--- src/rtl/clkref_pkg.sv ---
`timescale 1ns/1ps
package clkref_pkg;

  localparam int unsigned WORD_W = 16;

  typedef enum logic [2:0] {
    RA_LO     = 3'd0,
    RA_MID    = 3'd1,
    RA_HI     = 3'd2,
    RA_RESUME = 3'd3,
    RA_CTRL   = 3'd4,
    RA_STAT   = 3'd5
  } reg_addr_e;

  typedef enum logic [1:0] {
    SL_LO  = 2'd0,
    SL_MID = 2'd1,
    SL_HI  = 2'd2
  } slice_e;

  localparam int unsigned CTRL_SEL_BIT = 15;
  localparam int unsigned CTRL_EN_BIT  = 0;
  localparam int unsigned STAT_PND_BIT = 0;
  localparam int unsigned STAT_OVR_BIT = 1;

  // Pick one 16-bit word of a count held in a 64-bit container.
  function automatic logic [WORD_W-1:0] slice_get(logic [63:0] v, slice_e s);
    logic [WORD_W-1:0] r;
    case (s)
      SL_LO:   r = v[15:0];
      SL_MID:  r = v[31:16];
      default: r = v[47:32];
    endcase
    return r;
  endfunction

  // Replace one 16-bit word of a count held in a 64-bit container.
  function automatic logic [63:0] slice_put(logic [63:0] v, slice_e s,
                                           logic [WORD_W-1:0] w);
    logic [63:0] r;
    r = v;
    case (s)
      SL_LO:   r[15:0]  = w;
      SL_MID:  r[31:16] = w;
      default: r[47:32] = w;
    endcase
    return r;
  endfunction

endpackage

--- src/rtl/clkref_counter.sv ---
`timescale 1ns/1ps
module clkref_counter
  import clkref_pkg::*;
#(
  parameter int unsigned CNT_W = 42
) (
  input  logic              clk,
  input  logic              rst_n,
  input  logic              load_en,
  input  slice_e            load_sel,
  input  logic [WORD_W-1:0] load_data,
  input  logic              stop_req,
  input  logic              resume_req,
  output logic [CNT_W-1:0]  count,
  output logic              running
);

  logic [63:0] count_wide;
  logic        inc_evt;

  assign count_wide = 64'(count);
  assign inc_evt    = running && !load_en;

  always_ff @(posedge clk) begin
    if (!rst_n) begin
      count   <= '0;
      running <= 1'b1;
    end else begin
      if (load_en) begin
        count <= CNT_W'(slice_put(count_wide, load_sel, load_data));
      end else if (running) begin
        count <= count + CNT_W'(1);
      end
      if (stop_req) begin
        running <= 1'b0;
      end else if (resume_req) begin
        running <= 1'b1;
      end
    end
  end


  count_step_chk: assert property (@(posedge clk) disable iff (!rst_n)
    inc_evt |=> count == CNT_W'($past(count) + CNT_W'(1)));


  count_hold_chk: assert property (@(posedge clk) disable iff (!rst_n)
    (!running && !load_en) |=> $stable(count));


  stop_chk: assert property (@(posedge clk) disable iff (!rst_n)
    stop_req |=> !running);


  resume_chk: assert property (@(posedge clk) disable iff (!rst_n)
    (resume_req && !stop_req) |=> running);

endmodule

--- src/rtl/clkref_capture.sv ---
`timescale 1ns/1ps
module clkref_capture #(
  parameter int unsigned CNT_W = 42
) (
  input  logic             clk,
  input  logic             rst_n,
  input  logic             cap_stb,
  input  logic [CNT_W-1:0] count,
  input  logic             clr_pend,
  input  logic             clr_ovr,
  output logic [CNT_W-1:0] latch,
  output logic             pending,
  output logic             overrun
);

  logic set_ovr_evt;

  assign set_ovr_evt = cap_stb && pending;

  always_ff @(posedge clk) begin
    if (!rst_n) begin
      latch   <= '0;
      pending <= 1'b0;
      overrun <= 1'b0;
    end else begin
      if (cap_stb) begin
        latch <= count;
      end
      if (cap_stb) begin
        pending <= 1'b1;
      end else if (clr_pend) begin
        pending <= 1'b0;
      end
      if (set_ovr_evt) begin
        overrun <= 1'b1;
      end else if (clr_ovr) begin
        overrun <= 1'b0;
      end
    end
  end


  latch_take_chk: assert property (@(posedge clk) disable iff (!rst_n)
    cap_stb |=> latch == $past(count));


  latch_keep_chk: assert property (@(posedge clk) disable iff (!rst_n)
    !cap_stb |=> $stable(latch));


  pend_set_chk: assert property (@(posedge clk) disable iff (!rst_n)
    cap_stb |=> pending);


  ovr_set_chk: assert property (@(posedge clk) disable iff (!rst_n)
    set_ovr_evt |=> overrun);

endmodule

--- src/rtl/clkref_host_regs.sv ---
`timescale 1ns/1ps
module clkref_host_regs
  import clkref_pkg::*;
#(
  parameter int unsigned CNT_W  = 42,
  parameter int unsigned ADDR_W = 3
) (
  input  logic              clk,
  input  logic              rst_n,
  input  logic              host_wr,
  input  logic              host_rd,
  input  logic [ADDR_W-1:0] host_addr,
  input  logic [WORD_W-1:0] host_wdata,
  input  logic [CNT_W-1:0]  count,
  input  logic [CNT_W-1:0]  latch,
  input  logic              pending,
  input  logic              overrun,
  output logic [WORD_W-1:0] host_rdata,
  output logic              irq,
  output logic              load_en,
  output slice_e            load_sel,
  output logic [WORD_W-1:0] load_data,
  output logic              stop_req,
  output logic              resume_req,
  output logic              clr_pend,
  output logic              clr_ovr
);

  logic sel_lo, sel_mid, sel_hi, sel_res, sel_ctrl, sel_stat;
  logic wr_lo, wr_mid, wr_hi, wr_ctrl, wr_stat;
  logic rd_lo_live, rd_hi_live;
  logic live_sel, irq_en;
  logic [CNT_W-1:0] shadow;
  logic [63:0] live_wide, shadow_wide, latch_wide;

  assign sel_lo   = host_addr == ADDR_W'(RA_LO);
  assign sel_mid  = host_addr == ADDR_W'(RA_MID);
  assign sel_hi   = host_addr == ADDR_W'(RA_HI);
  assign sel_res  = host_addr == ADDR_W'(RA_RESUME);
  assign sel_ctrl = host_addr == ADDR_W'(RA_CTRL);
  assign sel_stat = host_addr == ADDR_W'(RA_STAT);

  assign wr_lo   = host_wr && sel_lo;
  assign wr_mid  = host_wr && sel_mid;
  assign wr_hi   = host_wr && sel_hi;
  assign wr_ctrl = host_wr && sel_ctrl;
  assign wr_stat = host_wr && sel_stat;

  assign rd_lo_live = host_rd && sel_lo && live_sel;
  assign rd_hi_live = host_rd && sel_hi && live_sel;

  assign load_en    = wr_lo || wr_mid || wr_hi;
  assign load_sel   = wr_hi ? SL_HI : (wr_mid ? SL_MID : SL_LO);
  assign load_data  = host_wdata;
  assign stop_req   = wr_mid || wr_hi;
  assign resume_req = host_wr && sel_res;
  assign clr_pend   = wr_stat && host_wdata[STAT_PND_BIT];
  assign clr_ovr    = wr_stat && host_wdata[STAT_OVR_BIT];

  always_ff @(posedge clk) begin
    if (!rst_n) begin
      live_sel <= 1'b0;
      irq_en   <= 1'b0;
      shadow   <= '0;
    end else begin
      if (wr_ctrl) begin
        live_sel <= host_wdata[CTRL_SEL_BIT];
        irq_en   <= host_wdata[CTRL_EN_BIT];
      end else if (rd_hi_live) begin
        live_sel <= 1'b0;
      end
      if (rd_lo_live) begin
        shadow <= count;
      end
    end
  end

  assign live_wide   = 64'(count);
  assign shadow_wide = 64'(shadow);
  assign latch_wide  = 64'(latch);

  always_comb begin
    host_rdata = '0;
    if (sel_lo) begin
      host_rdata = slice_get(live_sel ? live_wide : latch_wide, SL_LO);
    end else if (sel_mid) begin
      host_rdata = slice_get(live_sel ? shadow_wide : latch_wide, SL_MID);
    end else if (sel_hi) begin
      host_rdata = slice_get(live_sel ? shadow_wide : latch_wide, SL_HI);
    end else if (sel_ctrl) begin
      host_rdata[CTRL_SEL_BIT] = live_sel;
      host_rdata[CTRL_EN_BIT]  = irq_en;
    end else if (sel_stat) begin
      host_rdata[STAT_PND_BIT] = pending;
      host_rdata[STAT_OVR_BIT] = overrun;
    end
  end

  assign irq = pending && irq_en;


  sel_clear_chk: assert property (@(posedge clk) disable iff (!rst_n)
    (rd_hi_live && !wr_ctrl) |=> !live_sel);


  snap_take_chk: assert property (@(posedge clk) disable iff (!rst_n)
    rd_lo_live |=> shadow == $past(count));


  irq_mask_chk: assert property (@(posedge clk) disable iff (!rst_n)
    (wr_ctrl && !host_wdata[CTRL_EN_BIT]) |=> !irq);

endmodule

--- src/rtl/clkref_capture_counter.sv ---
`timescale 1ns/1ps
module clkref_capture_counter
  import clkref_pkg::*;
#(
  parameter int unsigned CNT_W  = 42,
  parameter int unsigned ADDR_W = 3
) (
  input  logic              clk,
  input  logic              rst_n,
  input  logic              cap_stb,
  input  logic              host_wr,
  input  logic              host_rd,
  input  logic [ADDR_W-1:0] host_addr,
  input  logic [WORD_W-1:0] host_wdata,
  output logic [WORD_W-1:0] host_rdata,
  output logic              irq
);

  logic [CNT_W-1:0]  count;
  logic [CNT_W-1:0]  latch;
  logic              running;
  logic              pending;
  logic              overrun;
  logic              load_en;
  slice_e            load_sel;
  logic [WORD_W-1:0] load_data;
  logic              stop_req;
  logic              resume_req;
  logic              clr_pend;
  logic              clr_ovr;

  clkref_counter #(.CNT_W(CNT_W)) u_counter (
    .clk        (clk),
    .rst_n      (rst_n),
    .load_en    (load_en),
    .load_sel   (load_sel),
    .load_data  (load_data),
    .stop_req   (stop_req),
    .resume_req (resume_req),
    .count      (count),
    .running    (running)
  );

  clkref_capture #(.CNT_W(CNT_W)) u_capture (
    .clk      (clk),
    .rst_n    (rst_n),
    .cap_stb  (cap_stb),
    .count    (count),
    .clr_pend (clr_pend),
    .clr_ovr  (clr_ovr),
    .latch    (latch),
    .pending  (pending),
    .overrun  (overrun)
  );

  clkref_host_regs #(.CNT_W(CNT_W), .ADDR_W(ADDR_W)) u_regs (
    .clk        (clk),
    .rst_n      (rst_n),
    .host_wr    (host_wr),
    .host_rd    (host_rd),
    .host_addr  (host_addr),
    .host_wdata (host_wdata),
    .count      (count),
    .latch      (latch),
    .pending    (pending),
    .overrun    (overrun),
    .host_rdata (host_rdata),
    .irq        (irq),
    .load_en    (load_en),
    .load_sel   (load_sel),
    .load_data  (load_data),
    .stop_req   (stop_req),
    .resume_req (resume_req),
    .clr_pend   (clr_pend),
    .clr_ovr    (clr_ovr)
  );


  run_after_reset_chk: assert property (@(posedge clk)
    !rst_n |=> running);

endmodule

--- config.mk ---
export PLATFORM = sky130hd
export DESIGN_NAME = clkref_capture_counter
export DESIGN_NICKNAME = d
export VERILOG_FILES = /design/src/rtl/clkref_pkg.sv /design/src/rtl/clkref_counter.sv /design/src/rtl/clkref_capture.sv /design/src/rtl/clkref_host_regs.sv /design/src/rtl/clkref_capture_counter.sv
export SDC_FILE = /design/constraint.sdc
export NUM_CORES = 1
export LEC_CHECK = 0
export BUFFER_PORTS_ARGS = -buffer_cell sky130_fd_sc_hd__buf_2
export CAP_MARGIN = 20
export CORE_MARGIN = 1.5
export CORE_UTILIZATION = 50
export DETAILED_ROUTE_END_ITERATION = 16
export GPL_TIMING_DRIVEN = 0
export PLACE_DENSITY = 0.74
export REMOVE_ABC_BUFFERS = 1
export SYNTH_ARGS = -nofsm -noshare
export SYNTH_HDL_FRONTEND = slang
export SYNTH_SLANG_ARGS = --single-unit
export TNS_END_PERCENT = 50
--- constraint.sdc ---
create_clock -name clk -period 1.8 [get_ports clk]
set_input_delay 0.36 -clock clk [delete_from_list [all_inputs] [get_ports clk]]
set_output_delay 0.36 -clock clk [all_outputs]
set_load 0.01 [all_outputs]
==> impl_metrics.prom <==
# TYPE chip_impl_metric gauge
chip_impl_info{name="violated_checks",value="setup timing"} 1
chip_impl_info{name="global_route.peak_usage_layer",value="met2"} 1
chip_impl_metric{name="critical-path-max-stage-delay",unit="ns"} 0.39
chip_impl_metric{name="leakage",unit="nW"} 3.11
chip_impl_metric{name="worst-r2r-cell-count",unit=""} 3
chip_impl_metric{name="finalWirelength",unit="mm"} 20.9
chip_impl_metric{name="std_cell_rows",unit=""} 40
chip_impl_metric{name="synth-edff-count",unit=""} 0
chip_impl_metric{name="asyncSetResetFlopFracSynth",unit=""} 0
chip_impl_info{name="cts_tree",value="built"} 1
chip_impl_info{name="root_buffer",value="clkbuf_16"} 1
chip_impl_info{name="postSynth.topFlopCell",value="dfxtp_1"} 1
chip_impl_metric{name="syn_to_final_growth",unit="%"} 28.6
chip_impl_info{name="worstReg2RegStart",value="u_counter.running"} 1
chip_impl_metric{name="m2_gr_usage",unit=""} 0.495
chip_impl_metric{name="post_synth_num_cell_types",unit=""} 60
chip_impl_metric{name="timing_hold_violations_final",unit=""} 0
chip_impl_metric{name="grt_pass1_vias",unit=""} 6044
chip_impl_metric{name="design.core.area",unit="µm²"} 12100
chip_impl_info{name="holdPathEnd",value="u_regs.live_sel"} 1
chip_impl_metric{name="clk-insertion-delay-late",unit="ns"} 0.42
chip_impl_metric{name="dp.cells",unit=""} 911
chip_impl_metric{name="drt_drc_violations_left",unit=""} 0
chip_impl_metric{name="seq_area_frac_synth",unit=""} 0.370
chip_impl_metric{name="yosys_register_bits",unit=""} 115
chip_impl_metric{name="fin_setup_tns",unit="ns"} -3.10
chip_impl_metric{name="die-area",unit="µm²"} 13100
chip_impl_metric{name="fmax",unit="MHz"} 489
chip_impl_info{name="slowest_stage",value="dfxtp_4"} 1
chip_impl_metric{name="fp.dieH",unit="µm"} 115
chip_impl_metric{name="initial_antenna_violation_count",unit=""} 0
chip_impl_metric{name="routed-via-count",unit=""} 6505
chip_impl_metric{name="port_buffers",unit=""} 40
chip_impl_metric{name="drt_pass1_iterations",unit=""} 5
chip_impl_metric{name="worst-path-max-fanout",unit=""} 12
chip_impl_metric{name="timing.final.max_slew_violations",unit=""} 0
chip_impl_metric{name="synthCells",unit=""} 764
chip_impl_metric{name="synth_warnings",unit=""} 0
chip_impl_info{name="timing.critical_path.cells",value="buf_12, mux2i_1, a21oi_1, o21bai_1, a22oi_1, buf_2"} 1
chip_impl_metric{name="min_period_over_period",unit=""} 1.14
chip_impl_metric{name="initial_utilization",unit=""} 0.516
chip_impl_metric{name="clock_tree.htree_level_count",unit=""} 4
chip_impl_metric{name="grt_use_met3",unit=""} 0.0905
chip_impl_info{name="holdCritPathClass",value="in2reg"} 1
chip_impl_metric{name="pin_count_of_the_biggest_net_entering_global_routing",unit=""} 93
chip_impl_metric{name="holdPathStages",unit=""} 3
chip_impl_metric{name="final_nets",unit=""} 846
chip_impl_metric{name="clock_sinks",unit=""} 115
chip_impl_info{name="criticalPathCategory",value="reg2out"} 1
chip_impl_info{name="worst_setup_path_end_kind",value="output pin"} 1
chip_impl_metric{name="finClkSkew",unit="ns"} 0.00746
chip_impl_metric{name="critical_path_arrival",unit="ns"} 1.69
chip_impl_metric{name="first_iter_violations",unit=""} 830
chip_impl_info{name="hold_start",value="host_wdata[15]"} 1
chip_impl_metric{name="floorplan.die.width",unit="µm"} 115
chip_impl_info{name="unrepaired_setup_endpoints_after_global_routing",value="yes"} 1
chip_impl_info{name="outcome",value="complete, but fails checks"} 1
chip_impl_metric{name="grt_first_pass_wirelength",unit="mm"} 32.0
chip_impl_metric{name="place.gp.congestion",unit=""} 0.906
chip_impl_metric{name="vdd_drop_max",unit="V"} 0.000580
chip_impl_metric{name="number_of_buffers_added_by_the_clock_tree_synthesis_step",unit=""} 17
chip_impl_metric{name="finalNonFillerCells",unit=""} 1000
chip_impl_metric{name="worst_slew_margin_rel",unit=""} 0.282
chip_impl_metric{name="mappedNetlistArea",unit="µm²"} 6220
chip_impl_metric{name="layout.filler_cells",unit=""} 933
chip_impl_metric{name="drv.max_cap_violation_count",unit=""} 0
chip_impl_metric{name="post-route-min-period",unit="ns"} 2.05
chip_impl_metric{name="worst_pin_slew",unit="ns"} 1.08
chip_impl_metric{name="r2r_slack",unit="ns"} -0.11
chip_impl_metric{name="drive_above_1_share",unit=""} 0.264
chip_impl_metric{name="clock_tree.buffer_depth",unit=""} 2
chip_impl_metric{name="n_antenna_cell",unit=""} 0
chip_impl_metric{name="timing.hold.ws",unit="ns"} 0.223
chip_impl_metric{name="postSynthAreaPerCell",unit="µm²"} 8.14
chip_impl_metric{name="post-dp-hpwl",unit="mm"} 11.8
chip_impl_info{name="reg2reg_to",value="u_counter.count[34]"} 1
chip_impl_metric{name="multiInputGateArea",unit="µm²"} 3930
chip_impl_metric{name="clk_pin_slew",unit="ns"} 0.06
chip_impl_metric{name="drt-vias-per-instance",unit=""} 6.51
chip_impl_metric{name="final_antenna_net_count",unit=""} 0
chip_impl_metric{name="global_route.usage.total",unit=""} 0.317
chip_impl_metric{name="worst-endpoint-required",unit="ns"} 1.44
chip_impl_metric{name="power.density",unit="nW/µm²"} 815
chip_impl_metric{name="grt_util_met1",unit=""} 0.398
chip_impl_metric{name="io-pin-count",unit=""} 41
chip_impl_metric{name="grt_remaining_overflow",unit=""} 0
chip_impl_metric{name="post-route-worst-setup-slack",unit="ns"} -0.246
chip_impl_metric{name="routedWlPerCell",unit="µm"} 20.9
chip_impl_info{name="worst_setup_path_start_kind",value="flop"} 1
chip_impl_metric{name="setup-violations-final",unit=""} 31
chip_impl_metric{name="area.sequential",unit="µm²"} 2380
-- cell type report --
cell class,instances,share of cell area
Clock buffer,24,0.0615
Clock inverter,6,0.00375
Inverter,7,0.00360
Multi-Input combinational cell,576,0.491
Sequential cell,115,0.297
Tap cell,168,0.0263
Timing Repair Buffer,104,0.117
-- where the power goes --
| part | internal [mW] | total (mW) | switching (mW) |
|---|---|---|---|
| combinational | 0.305 | 0.751 | 0.446 |
| clock | 1.87 | 3.01 | 1.14 |
| sequential | 2.63 | 2.76 | 0.135 |
-- what timing repair did --
| action | CTS | global route |
|---|---|---|
| setup endpoints to repair | 84 | 74 |
| hold buffers | 0 | 0 |
| gates cloned | 5 | 0 |
| pin swaps | 25 | 15 |
| setup buffers | 37 | 17 |
| gates resized for setup | 93 | 39 |
-- sequential cells by signal, summed over array words and instances (netlist names) --
signal / flops
u_regs.irq_en: 1
u_regs.shadow: 26
u_counter.running: 1
u_capture.latch: 42
u_regs.live_sel: 1
u_counter.count: 42
u_capture.pending: 1
u_capture.overrun: 1
-- synth_stat cells, types with 3 or more instances --
| cell type | number | area share |
|---|---|---|
| a211oi_1 | 3 | 0.0036 |
| a21o_1 | 7 | 0.0084 |
| a21oi_1 | 71 | 0.057 |
| a22oi_1 | 3 | 0.0036 |
| a31oi_1 | 10 | 0.010 |
| a41oi_1 | 3 | 0.0042 |
| and2_1 | 5 | 0.0050 |
| and3_1 | 17 | 0.017 |
| and4_1 | 5 | 0.0070 |
| buf_1 | 5 | 0.0030 |
| buf_2 | 16 | 0.013 |
| clkbuf_1 | 40 | 0.024 |
| clkbuf_2 | 6 | 0.0048 |
| dfxtp_1 | 115 | 0.37 |
| inv_1 | 7 | 0.0042 |
| mux2_2 | 4 | 0.0072 |
| mux2i_1 | 90 | 0.14 |
| nand2_1 | 90 | 0.054 |
| nand2b_1 | 4 | 0.0040 |
| nand3_1 | 14 | 0.011 |
| nand4_1 | 19 | 0.019 |
| nor2_1 | 87 | 0.053 |
| nor2b_1 | 7 | 0.0070 |
| nor3_1 | 13 | 0.010 |
| nor3b_1 | 3 | 0.0036 |
| nor4_1 | 10 | 0.010 |
| nor4_4 | 3 | 0.010 |
| o211a_1 | 4 | 0.0064 |
| o211ai_1 | 3 | 0.0036 |
| o21a_1 | 3 | 0.0036 |
| o21ai_0 | 29 | 0.023 |
| o221a_2 | 5 | 0.0091 |
| o22a_1 | 3 | 0.0042 |
| o22ai_1 | 23 | 0.023 |
| o31a_1 | 6 | 0.0084 |
-- worst max-delay path: cells and delay by family, from the launching register on --
family / cells / cell delay (ns)
AO/OA/AOI/OAI: 3 / 0.34
buffers and inverters: 2 / 0.32
flip-flops: 1 / 0.39
multiplexers: 1 / 0.22
-- cells in the final DEF (no fill, tap or decap), drive strengths merged, types with 4 or more instances in the layout --
| master | instances |
|---|---|
| nand3 | 14 |
| a21oi | 71 |
| nor2 | 89 |
| o221a | 5 |
| nor2b | 7 |
| nand2 | 90 |
| clkbuf | 24 |
| mux2i | 90 |
| mux2 | 4 |
| dfxtp | 115 |
| clkinv | 6 |
| o22ai | 23 |
| buf | 104 |
| o31a | 6 |
| o21ai | 29 |
| a31oi | 10 |
| nand2b | 5 |
| and4 | 5 |
| nor4 | 13 |
| o211a | 4 |
| and3 | 17 |
| a21o | 7 |
| inv | 7 |
| and2 | 5 |
| nand4 | 21 |
| nor3 | 13 |
-- layer usage --
layer,vias up,share of wire
li1,2911,-
met1,3115,0.40
met2,398,0.46
met3,81,0.10
met4,0,0.037
met5,-,0
-- worst max path at each step --
stage | from | endpoint | slack, ns | cells after the start
global route | u_regs.live_sel | host_rdata[5] | -0.34 | 7
detailed placement | host_addr[2] | u_counter.count[14] | -1.81 | 7
global placement | host_addr[1] | u_regs.shadow[25] | -2.81 | 5
floorplan | u_regs.live_sel | u_regs.shadow[16] | -1.33 | 3
finish | u_regs.live_sel | host_rdata[1] | -0.25 | 6
CTS | u_regs.live_sel | host_rdata[1] | -0.22 | 6
-- through the flow --
| stage | cell area, µm² | power (mW) | utilization | setup slack [ns] |
|---|---|---|---|---|
| global route | 8000 | 6.71 | 0.663 | -0.338 |
| global placement | 6340 | 3.36 | 0.526 | -2.81 |
| floorplan | 5930 | 3.13 | - | -1.33 |
| CTS | 7730 | 6.46 | 0.641 | -0.221 |
| detailed placement | 6490 | 3.40 | 0.538 | -1.81 |
| finish | 8000 | 6.52 | 0.663 | -0.246 |
-- kinds of logic (layout without fill, tap and decap cells) --
family / Yosys count / count (layout) / share of synthesized area
buffers and inverters: 75 / 141 / 0.0503
muxes: 94 / 94 / 0.152
AOI/OAI and AO/OA: 189 / 189 / 0.193
and+or+nand+nor: 290 / 292 / 0.233
DFF: 115 / 115 / 0.370
adders and majority gates: 1 / 1 / 0.00201
Note: power is estimated with default switching activity, not from simulation.
